### config.mk
export PLATFORM = sky130hd
export DESIGN_NAME = wbs_write_splitter
export DESIGN_NICKNAME = d
export VERILOG_FILES = /design/src/rtl/wbs_pkg.sv /design/src/rtl/wbs_queue.sv /design/src/rtl/wbs_tracker.sv /design/src/rtl/wbs_write_splitter.sv
export SDC_FILE = /design/constraint.sdc
export NUM_CORES = 1
export LEC_CHECK = 0
export BUFFER_PORTS_ARGS = -buffer_cell sky130_fd_sc_hd__buf_2
export CORE_UTILIZATION = 35
export CTS_CLUSTER_SIZE = 28
export DETAILED_ROUTE_END_ITERATION = 8
export PLACE_DENSITY = 0.54
export RECOVER_POWER = 25
export SETUP_SLACK_MARGIN = 0.15
export SLEW_MARGIN = 20
export SYNTH_ARGS = -nofsm -noshare
export SYNTH_HDL_FRONTEND = slang
export SYNTH_SLANG_ARGS = --single-unit
### constraint.sdc
create_clock -name clk -period 4.93 [get_ports clk]
set_input_delay 0.986 -clock clk [delete_from_list [all_inputs] [get_ports clk]]
set_output_delay 0.986 -clock clk [all_outputs]
set_load 0.01 [all_outputs]
### src/rtl/wbs_pkg.sv
package wbs_pkg;
   localparam logic [1:0] BURST_INCR  = 2'b01;
   localparam logic [7:0] SINGLE_BEAT = 8'd0;

   function automatic logic [2:0] size_code(input int unsigned bytes_per_beat);
      return 3'($clog2(bytes_per_beat));
   endfunction
endpackage

### src/rtl/wbs_queue.sv
module wbs_queue #(
   parameter int unsigned WIDTH = 32,
   parameter int unsigned DEPTH = 4
) (
   input  logic             clk,
   input  logic             rst_n,
   input  logic             push,
   input  logic [WIDTH-1:0] push_data,
   input  logic             pop,
   output logic [WIDTH-1:0] head,
   output logic             valid,
   output logic             full
);
   if (DEPTH < 1) begin : g_bad_depth
      $error("wbs_queue: DEPTH must be at least 1");
   end
   if ((DEPTH & (DEPTH - 1)) != 0) begin : g_bad_pow2
      $error("wbs_queue: DEPTH must be a power of two");
   end

   if (DEPTH == 1) begin : g_single
      logic [WIDTH-1:0] slot_q;
      logic             busy_q;
      always_ff @(posedge clk) begin
         if (!rst_n) begin
            busy_q <= 1'b0;
         end else if (push) begin
            busy_q <= 1'b1;
         end else if (pop) begin
            busy_q <= 1'b0;
         end
      end
      always_ff @(posedge clk) begin
         if (push) slot_q <= push_data;
      end
      assign head  = slot_q;
      assign valid = busy_q;
      assign full  = busy_q;
   end else begin : g_ring
      localparam int unsigned IDX_W = $clog2(DEPTH);
      logic [WIDTH-1:0] slots [DEPTH];
      logic [IDX_W:0]   wr_ptr, rd_ptr;
      always_ff @(posedge clk) begin
         if (!rst_n) begin
            wr_ptr <= '0;
            rd_ptr <= '0;
         end else begin
            if (push) wr_ptr <= wr_ptr + 1'b1;
            if (pop)  rd_ptr <= rd_ptr + 1'b1;
         end
      end
      always_ff @(posedge clk) begin
         if (push) slots[wr_ptr[IDX_W-1:0]] <= push_data;
      end
      assign head  = slots[rd_ptr[IDX_W-1:0]];
      assign valid = (wr_ptr != rd_ptr);
      assign full  = (wr_ptr[IDX_W] != rd_ptr[IDX_W]) &&
                     (wr_ptr[IDX_W-1:0] == rd_ptr[IDX_W-1:0]);
   end

   assert_no_overflow_R6: assert property (@(posedge clk) disable iff (!rst_n)
      push |-> !full || pop);
   assert_no_underflow_R4: assert property (@(posedge clk) disable iff (!rst_n)
      pop |-> valid);
endmodule

### src/rtl/wbs_tracker.sv
module wbs_tracker #(
   parameter int unsigned MAX_OUTSTANDING = 8
) (
   input  logic       clk,
   input  logic       rst_n,
   input  logic       issue,
   input  logic       bvalid,
   input  logic [1:0] bresp,
   output logic       bready,
   output logic       slot_free,
   output logic       done_valid,
   output logic [1:0] done_resp
);
   if (MAX_OUTSTANDING < 1) begin : g_bad_max
      $error("wbs_tracker: MAX_OUTSTANDING must be at least 1");
   end

   localparam int unsigned CNT_W = $clog2(MAX_OUTSTANDING + 1);
   localparam logic [CNT_W-1:0] CNT_MAX = CNT_W'(MAX_OUTSTANDING);

   logic [CNT_W-1:0] count_q;
   logic             retire;
   logic             done_q;
   logic [1:0]       resp_q;

   assign bready    = (count_q != '0);
   assign retire    = bvalid && bready;
   assign slot_free = (count_q != CNT_MAX);

   always_ff @(posedge clk) begin
      if (!rst_n) begin
         count_q <= '0;
      end else begin
         case ({issue, retire})
            2'b10:   count_q <= count_q + 1'b1;
            2'b01:   count_q <= count_q - 1'b1;
            default: count_q <= count_q;
         endcase
      end
   end

   always_ff @(posedge clk) begin
      if (!rst_n) begin
         done_q <= 1'b0;
         resp_q <= 2'b00;
      end else begin
         done_q <= retire;
         if (retire) resp_q <= bresp;
      end
   end

   assign done_valid = done_q;
   assign done_resp  = resp_q;

   assert_within_limit_R9: assert property (@(posedge clk) disable iff (!rst_n)
      count_q <= CNT_MAX);
   assert_no_issue_at_limit_R9: assert property (@(posedge clk) disable iff (!rst_n)
      (count_q == CNT_MAX) && !retire |=> count_q == CNT_MAX || $past(retire));
   assert_resp_expected_R7: assert property (@(posedge clk) disable iff (!rst_n)
      bvalid |-> bready);
endmodule

### src/rtl/wbs_write_splitter.sv
module wbs_write_splitter #(
   parameter int unsigned ADDR_W          = 32,
   parameter int unsigned DATA_W          = 32,
   parameter int unsigned QUEUE_DEPTH     = 4,
   parameter int unsigned MAX_OUTSTANDING = 8
) (
   input  logic                  clk,
   input  logic                  rst_n,
   input  logic                  req_valid,
   output logic                  req_ready,
   input  logic [ADDR_W-1:0]     req_addr,
   input  logic [DATA_W-1:0]     req_data,
   input  logic [DATA_W/8-1:0]   req_strb,
   output logic                  done_valid,
   output logic [1:0]            done_resp,
   output logic                  m_awvalid,
   input  logic                  m_awready,
   output logic [ADDR_W-1:0]     m_awaddr,
   output logic [7:0]            m_awlen,
   output logic [2:0]            m_awsize,
   output logic [1:0]            m_awburst,
   output logic                  m_wvalid,
   input  logic                  m_wready,
   output logic [DATA_W-1:0]     m_wdata,
   output logic [DATA_W/8-1:0]   m_wstrb,
   output logic                  m_wlast,
   input  logic                  m_bvalid,
   output logic                  m_bready,
   input  logic [1:0]            m_bresp
);
   import wbs_pkg::*;

   localparam int unsigned STRB_W = DATA_W / 8;
   localparam int unsigned DQ_W   = DATA_W + STRB_W;

   if ((DATA_W % 8) != 0 || DATA_W < 8) begin : g_bad_width
      $error("wbs_write_splitter: DATA_W must be a positive multiple of 8");
   end
   if ((STRB_W & (STRB_W - 1)) != 0) begin : g_bad_bytes
      $error("wbs_write_splitter: DATA_W/8 must be a power of two");
   end

   logic            aq_valid, aq_full, aq_pop;
   logic            dq_valid, dq_full, dq_pop;
   logic [ADDR_W-1:0] aq_head;
   logic [DQ_W-1:0]   dq_head;
   logic            slot_free;
   logic            accept;

   assign req_ready = !aq_full && !dq_full && slot_free;
   assign accept    = req_valid && req_ready;

   assign aq_pop = aq_valid && m_awready;
   assign dq_pop = dq_valid && m_wready;

   wbs_queue #(.WIDTH(ADDR_W), .DEPTH(QUEUE_DEPTH)) u_addr_q (
      .clk(clk), .rst_n(rst_n),
      .push(accept), .push_data(req_addr),
      .pop(aq_pop), .head(aq_head), .valid(aq_valid), .full(aq_full)
   );

   // strobes ride in the same entry as the data word
   wbs_queue #(.WIDTH(DQ_W), .DEPTH(QUEUE_DEPTH)) u_data_q (
      .clk(clk), .rst_n(rst_n),
      .push(accept), .push_data({req_strb, req_data}),
      .pop(dq_pop), .head(dq_head), .valid(dq_valid), .full(dq_full)
   );

   wbs_tracker #(.MAX_OUTSTANDING(MAX_OUTSTANDING)) u_track (
      .clk(clk), .rst_n(rst_n),
      .issue(accept), .bvalid(m_bvalid), .bresp(m_bresp),
      .bready(m_bready), .slot_free(slot_free),
      .done_valid(done_valid), .done_resp(done_resp)
   );

   assign m_awvalid = aq_valid;
   assign m_awaddr  = aq_head;
   assign m_awlen   = SINGLE_BEAT;
   assign m_awsize  = size_code(STRB_W);
   assign m_awburst = BURST_INCR;

   assign m_wvalid  = dq_valid;
   assign m_wdata   = dq_head[DATA_W-1:0];
   assign m_wstrb   = dq_head[DQ_W-1:DATA_W];
   assign m_wlast   = 1'b1;

   assert_w_hold_R5: assert property (@(posedge clk) disable iff (!rst_n)
      m_wvalid && !m_wready |=> m_wvalid && $stable(m_wdata) && $stable(m_wstrb));
   assert_aw_hold_R4: assert property (@(posedge clk) disable iff (!rst_n)
      m_awvalid && !m_awready |=> m_awvalid && $stable(m_awaddr));
   assert_pair_launch_R3: assert property (@(posedge clk) disable iff (!rst_n)
      accept && !m_awvalid && !m_wvalid |=> m_awvalid && m_wvalid);
endmodule

# --- Word-level counts from Yosys, hierarchy flattened ---
# Memory sizes are Yosys's and may differ from the RTL's. A register that Yosys moved wholly into a read port is not among the register bits.
# Cells that the tools add are included.
totals:
  ram_bits: 272
  out_inout_bits: 89
  inputBits: 76
  wordCells: 43
  mem_count: 2
  reg_bits: 19
op_classes:
  reduce_logical: 12
  eq_ne: 9
  muxes: 7
  n_addsub: 6
memory_table:
  columns: ["memory", "depth", "word_bits", "read_ports", "rd_clocked_by_memory_dff", "write_ports", "line_no", "source"]
  rows:
  - ["u_data_q.g_ring.slots", 4, 36, 1, 1, 1, "wbs_queue.sv:41", "logic [WIDTH-1:0] slots [DEPTH];"]
  - ["u_addr_q.g_ring.slots", 4, 32, 1, 1, 1, "wbs_queue.sv:41", null]
ops:
  columns: ["op", "n"]
  rows:
  - ["$add 3x1->3 const B", 4]
  - ["$logic_and 1x1->1", 8]
  - ["$mux 2", 4]
  - ["$pmux 4 s2", 1]
  - ["$ne 3x3->1", 2]
  - ["$add 4x1->4 const B", 1]
  - ["$eq 2x2->1", 2]
  - ["$ne 4x4->1 const B", 1]
  - ["$reduce_bool 4->1", 1]
  - ["$sub 4x1->4 const B", 1]
  - ["$eq 2x1->1 const B", 1]
  - ["$eq 2x2->1 const B", 1]
  - ["$logic_not 1->1", 2]
  - ["$mux 1", 2]
  - ["$ne 1x1->1", 2]
  - ["$reduce_bool 2->1", 1]

# --- Logic depth before layout (Yosys ltp) ---
# Gate-level depths: netlist of run 1.
logic_depth:
  ltp_word: 8
  depth_mapped: 10
  depth_no_buf: 10

# --- Hierarchy ---
# Synthesis of run 1 repeated with hierarchy kept, for this count alone.
unflattened:
  cells_unflattened: 501
  area_unflattened_um2: 11268.3
modules_own_cells:
  columns: ["mod", "instances", "seq_area_each_um2", "cells_per_inst", "area_each_um2"]
  rows:
  - ["wbs_queue at u_data_q", 1, 4484.3, 229, 5652.9]
  - ["wbs_queue at u_addr_q", 1, 4003.8, 208, 5062.4]
  - ["wbs_tracker", 1, 140.1, 44, 407.9]
  - ["wbs_write_splitter", 1, 0.0, 20, 145.1]

# --- Least setup slack after synthesis of run 1 ---
# OpenSTA, ideal clock, no wires.
synth_path:
  path_kind: "input port to flip-flop"
  start: "input req_valid"
  end: "memory u_addr_q.g_ring.slots[6][0] (netlist: u_addr_q.g_ring.slots[3][0]) (enable)"
  n_path_buf: 0
  path_slack_ns: 2.088
  arrival_ns: 2.423
  setup_ns: 0.419
  path_stages: 2
  required_time_ns: 4.511
  cell_sequence: "o31ai_4 > nor3_2"
synth_via:
  elab_chain_cells: 3
synth_rtl:
  columns: ["item", "line_no", "source"]
  rows:
  - ["start: declaration", "wbs_write_splitter.sv:9", "input logic req_valid,"]
  - ["$logic_and 1x1->1", "wbs_write_splitter.sv:51", "assign accept = req_valid && req_ready;"]
  - ["$mux 1", "wbs_queue.sv:53", "if (push) slots[wr_ptr[IDX_W-1:0]] <= push_data;"]
  - ["$mux 1 (not written as such)", "wbs_queue.sv:53", null]
  - ["end: declaration", "wbs_queue.sv:41", null]
# Every way passes these cells.

==> flow_summary.toml, run 1 <==
[pwr]
p_clk_share_pct = 33.6
combPwrFrac_pct = 19.7
p_switching_mw = 1.81
switching_share_pct = 26.5
irDropWorstVdd_mv = 0.290
power.total_mw = 6.83
cell_internal_pwr_mw = 5.02
seq_power_share_pct = 46.8
p_leak_nw = 4.47
cellPowerDensity_nw_per_um2 = 513

[critical_path]
worst-path-max-fanout = 26
cp_data_arrival_time_ns = 2.58
path_cells = "buf_4, mux4_2, buf_2"
cp_slowest_cell = "dfxtp_2"
rr_worst_depth = 10
rrSetupSlack_ns = 2.09
cp-end-kind = "output port"
crit_type = "reg -> out"
start_kind = "flop"
reg2reg_from = "u_data_q.g_ring.wr_ptr[1]"
worst_r2r_endpoint = "u_track.count_q[3]"
critical_path_required_ns = 3.94
cp_slowest_stage_delay_ns = 0.95

[timing]
holdWs_ns = 0.479
period_needed_ns = 3.56
fin_skew_ns = 0.00806
fin_crit_sh_pct = 72.3
tightest_slew_ns = 1.02
rsz0062_at_grt = "no"
fmax_mhz = 281
slew_headroom_pct = 31.7
finalHoldViolations = 0
setup_violations = 0
maxSlewViolCount = 0
setup_tns_ns = 0

[layout]
fin_nets = 765
final_common_cell = "edfxtp_1"
multiInputGateArea_um2 = 2410
fillers = 2798
seq_area_um2 = 8630
antenna_cells = 0
most-common-layout-cells = "edfxtp_1, buf_2, mux4_2"
syn2layout_area_growth_pct = 18.9
drive_above_1_share_pct = 34.2

[clocking]
clk_pin_slew_ns = 0.06
cts_sinks = 295
post_cts_buffers = 0
cts_made_buffers = 31
cts_tree = "yes"
clockBufferDepth = 3
cts_resized = 0
clk_latency_ns = 0.55
cts_hold_repair.buffers = 0
cts_root_buf = "clkbuf_16"
htree_levels = 1

[routing]
viasPerCell = 4.80
drc = 0
routed_wl_um = 21400
vias = 5282
dr.pass1.iters = 4
ant_nets = 0
drt_iter0_drc = 225
wl_per_cell_um = 19.4

[die]
die_area_um2 = 32700
die_h_um = 181
core_area_um2 = 31600
ioPinCount = 165
start_util_pct = 35.5
rows = 65
die_w_um = 181

[grt]
grt_pass1_vias = 5813
antenna_found_initial = 1
grt_pass1_wl_um = 33200
grt_max_degree = 38
overflow = 0
grt_use_total_pct = 13.2

[yosys]
ys_seq_area_share_pct = 77.0
synth.top_cells.by_area = "edfxtp_1, mux4_2, dfxtp_1"
post_synth.cell_area_avg_um2 = 22.1
synth_top_area_share_pct = 72.9
netlist_area_um2 = 11200
synthArstFlopShare_pct = 0
syn_inst = 508
ys.warnings.count = 0
synth_top_flop_cell = "edfxtp_1"
synth-edff-count = 272
ys_types = 36
synth_top_area_cell = "edfxtp_1"
postSynthRegisterBits = 295

[placed_design]
place_hpwl_um = 12800
gp_congestion = 0.715
portBuffers = 150

[flow_run]
cap_violations = 0

[worst_hold_path]
hold_path_class = "reg -> reg"
min_from = "u_track.done_resp[1]"
whs_path_depth = 2
holdPathEnd = "u_track.done_resp[1]"

[run_status]
status = "finished clean"
## critical path: cells and delay by family (launching register included)
kind     cells  cell delay [ns]
flops        1             0.95
mux          1             0.53
buf+inv      2             0.50
## layer usage
metal | routed length (um) | track usage [%]
met1 | 8960 | 16.1
met2 | 10400 | 22.8
met3 | 1470 | 4.07
met4 | 499 | 3.39
met5 | 13 | 0
## final cells by class
class,count,area share [%]
clock inverters,23,1.67
flip-flops and latches,295,64.8
multi-input cells,182,18.1
clock buffers,34,5.91
inverters,11,0.310
well taps,402,3.78
repair buffers,154,5.43
## synthesized netlist by cell type, types with 3 or more instances
master and number:
nand2_1 13, dfxtp_1 23, buf_2 6, nand2b_1 3
buf_4 16, edfxtp_1 272, and2_1 15, mux2i_1 8
ha_1 13, buf_1 3, clkbuf_1 7, xor2_1 6
mux4_2 68, or3_1 3, inv_1 11, o21ai_0 4
nor2_1 3, xnor2_1 7
## per-stage QoR
step,instances,setup WS (ns),instance area [um2],utilization [%]
final,1101,1.37,13300,42.2
after global placement,1044,1.84,12400,39.2
after global routing,1101,1.14,13300,42.2
after floorplan,520,2.09,11300,-
after detailed placement,1044,1.83,12400,39.2
after CTS,1101,1.22,13400,42.4
## worst max-delay path by stage
stage              start                     endpoint
2_1_floorplan  req_valid  u_addr_q.g_ring.slots[3][0]
3_3_place_gp        flop                  m_awaddr[0]
3_5_place_dp        flop                  m_awaddr[0]
4_1_cts             flop                  m_awaddr[0]
5_1_grt             flop                  m_awaddr[0]
6_report            flop                  m_awaddr[0]
## sequential cells by signal, summed over array words and instances, names as in the netlist, named ones only
signal                  flops
u_addr_q.g_ring.rd_ptr      3
u_addr_q.g_ring.slots     128
u_addr_q.g_ring.wr_ptr      3
u_data_q.g_ring.rd_ptr      3
u_data_q.g_ring.slots     144
u_data_q.g_ring.wr_ptr      3
u_track.count_q             4
u_track.done_resp           2
u_track.done_valid          1
## kinds of logic (layout without fill, tap and decap cells)
kind of cell / Yosys count / count (layout) / synth area share (%)
adders and majority gates: 14 / 14 / 1.63
and+or+nand+nor: 47 / 47 / 2.46
other: 2 / 14 / 0.0670
xor gates and xnor gates: 14 / 14 / 1.16
buffers and inverters: 43 / 222 / 2.04
muxes: 76 / 76 / 14.4
DFF: 295 / 295 / 77.0
AOI/OAI and AO/OA: 17 / 17 / 1.28
## power by group through the flow
stage                     clock network [mW]  registers [mW]  logic [mW]
after floorplan                            0            3.11        1.00
after global placement                     0            3.24        1.36
after detailed placement                   0            3.26        1.37
after CTS                               2.36            3.21        1.38
after global routing                    2.44            3.24        1.47
final                                   2.29            3.19        1.34
Power figures use the tool's default switching activity.
==> run 2, diff against run 1 <==
--- a/config.mk
+++ b/config.mk
@@ -5,6 +5,7 @@
 export SDC_FILE = /design/constraint.sdc
 export NUM_CORES = 1
 export LEC_CHECK = 0
+export ABC_AREA = 1
 export BUFFER_PORTS_ARGS = -buffer_cell sky130_fd_sc_hd__buf_2
 export CORE_UTILIZATION = 35
 export CTS_CLUSTER_SIZE = 28
==> constraint.sdc (replaced) <==
create_clock -name clk -period 3.5 [get_ports clk]
set_input_delay 0.7 -clock clk [delete_from_list [all_inputs] [get_ports clk]]
set_output_delay 0.7 -clock clk [all_outputs]
set_load 0.01 [all_outputs]
==> run 2 against run 1 <==
Sequential cell count is the same; clock power rose by 31%; count of clock-buffer cells in the layout rose by 12; first-iteration DRC count is 88% higher; critical path type unchanged; hold slack worse by 0.10 ns; area after synthesis grew 1.3%; largest cell class unchanged; worst setup slack got worse by 0.66 ns; via count increased by 30%.
==> flow_summary.toml, run 2 <==
[run_status]
status = "finished clean"

[clocking]
post_cts_buffers = 0
clk_latency_ns = 0.56
cts_hold_repair.buffers = 0
clockBufferDepth = 3
cts_resized = 0
cts_tree = "yes"
cts_sinks = 295
cts_root_buf = "clkbuf_16"
htree_levels = 1
clk_pin_slew_ns = 0.06
cts_made_buffers = 31

[placed_design]
gp_congestion = 0.733
place_hpwl_um = 13700
portBuffers = 150

[worst_hold_path]
min_from = "req_addr[16]"
holdPathEnd = "u_addr_q.g_ring.slots[1][16]"
whs_path_depth = 1
hold_path_class = "in -> reg"

[timing]
holdWs_ns = 0.374
maxSlewViolCount = 0
fmax_mhz = 358
setup_violations = 0
fin_skew_ns = 0.0256
fin_crit_sh_pct = 79.8
finalHoldViolations = 0
slew_headroom_pct = 52.3
tightest_slew_ns = 0.715
period_needed_ns = 2.79
rsz0062_at_grt = "no"
setup_tns_ns = 0

[grt]
grt_max_degree = 73
antenna_found_initial = 2
grt_pass1_wl_um = 37100
grt_use_total_pct = 14.3
grt_pass1_vias = 6650
overflow = 0

[layout]
final_common_cell = "edfxtp_1"
drive_above_1_share_pct = 17.7
final_core_util_pct = 42.4
fillers = 2965
most-common-layout-cells = "edfxtp_1, nor2_1, o21ai_0"
antenna_cells = 0
fin_nets = 1091
syn2layout_area_growth_pct = 18.4
largest_reg_flops = 144

[yosys]
syn_inst = 845
synthArstFlopShare_pct = 0
synth-edff-count = 272
ys_seq_area_share_pct = 76.0
synth.top_cells.by_area = "edfxtp_1, o21ai_0, nor2_1"
ys.warnings.count = 0
synth_top_area_share_pct = 72.0
synth_top_flop_cell = "edfxtp_1"
synth_commonest_cells = "edfxtp_1, nor2_1, o21ai_0, o22ai_1, clkbuf_1"
post-synth-top-count-cell = "edfxtp_1"
synth_top_area_cell = "edfxtp_1"
post_synth.cell_area_avg_um2 = 13.4
netlist_area_um2 = 11300
ys_types = 26
postSynthRegisterBits = 295

[routing]
routed_wl_um = 24100
wl_per_cell_um = 16.9
drt_iter0_drc = 423
ant_nets = 0
dr.pass1.iters = 4
drc = 0
viasPerCell = 4.83
vias = 6889

[critical_path]
cp_data_arrival_time_ns = 2.09
worst-path-max-fanout = 42
rrSetupSlack_ns = 1.26
cp-end-kind = "output port"
worst_r2r_endpoint = "u_track.count_q[3]"
reg2reg_from = "u_data_q.g_ring.wr_ptr[0]"
start_kind = "flop"
rr_worst_depth = 13
critical_path_required_ns = 2.80
crit_type = "reg -> out"

[die]
core_area_um2 = 31700
start_util_pct = 35.8
die_h_um = 182
ioPinCount = 165
die_w_um = 182
rows = 65
die_area_um2 = 33200

[flow_run]
cap_violations = 0

[pwr]
power.total_mw = 9.82
cellPowerDensity_nw_per_um2 = 731
p_leak_nw = 4.75
irDropWorstVdd_mv = 0.425
-- run 2: changes by cell type after synthesis, sizes merged, moves of 4 or more --
| cell | change |
|---|---|
| a21boi | -4 |
| a21oi | +8 |
| and2 | -15 |
| clkbuf | +24 |
| inv | +20 |
| mux2i | -8 |
| mux4 | -68 |
| nand2 | +16 |
| nand3 | +9 |
| nor2 | +170 |
| o21ai | +141 |
| o22ai | +68 |
| o31ai | -4 |
| xor2 | -4 |
-- run 2: power breakdown --
| part | internal, mW | switching, mW |
|---|---|---|
| Sequential | 4.28 | 0.117 |
| Clock | 1.72 | 1.27 |
| Combinational | 0.806 | 1.62 |
| Total | 6.81 | 3.01 |
-- run 2: final cells by class --
class	instances	area, um2	share of cell area (%)
clock buffer	46	842	6.26
timing repair buffer	168	855	6.36
sequential	295	8630	64.2
inverter	31	116	0.866
tap	402	503	3.74
multi-input combinational	474	2420	18.0
clock inverter	10	76.3	0.568
-- run 2: logic make-up after synthesis --
| family | count (synthesis) | share of synthesized area (%) |
|---|---|---|
| AOI/OAI and AO/OA | 223 | 10.6 |
| xor gates and xnor gates | 7 | 0.540 |
| DFF | 295 | 76.0 |
| buffers and inverters | 88 | 3.58 |
| other | 2 | 0.0662 |
| and+or+nand+nor | 216 | 7.60 |
| adders and majority gates | 14 | 1.61 |
-- run 2: worst max path at each step --
stage | startpoint | to
floorplan | req_valid | u_data_q.g_ring.slots[0][0]
global placement | flop | m_awaddr[13]
detailed placement | req_valid | u_track.count_q[3]
CTS | flop | m_awaddr[13]
global route | flop | m_wdata[30]
finish | flop | m_awaddr[31]
-- run 2: metal layers --
metal | GRT usage [%] | wire, um | vias up | share of wire, %
met2 | 23.1 | 11300 | 191 | 47
met5 | 0 | 26 | - | 0.11
li1 | - | - | 3369 | -
met4 | 3.53 | 348 | 4 | 1.4
met1 | 19.5 | 10800 | 3290 | 45
met3 | 3.47 | 1620 | 35 | 6.7
-- run 2: metrics by stage --
stage | setup slack [ns] | cells | area, um2
6_report | 0.706 | 1426 | 13400
5_1_grt | 0.488 | 1426 | 13400
4_1_cts | 0.656 | 1426 | 13500
3_5_place_dp | 1.21 | 1370 | 12600
3_3_place_gp | 1.25 | 1370 | 12600
2_1_floorplan | 0.586 | 857 | 11400
-- run 2: worst max-delay path, cell delays in order (launching register included) --
cell	delay, ns
dfxtp_2	0.32
inv_2	0.51
buf_4	0.28
o21ai_0	0.09
o22ai_1	0.18
buf_2	0.17
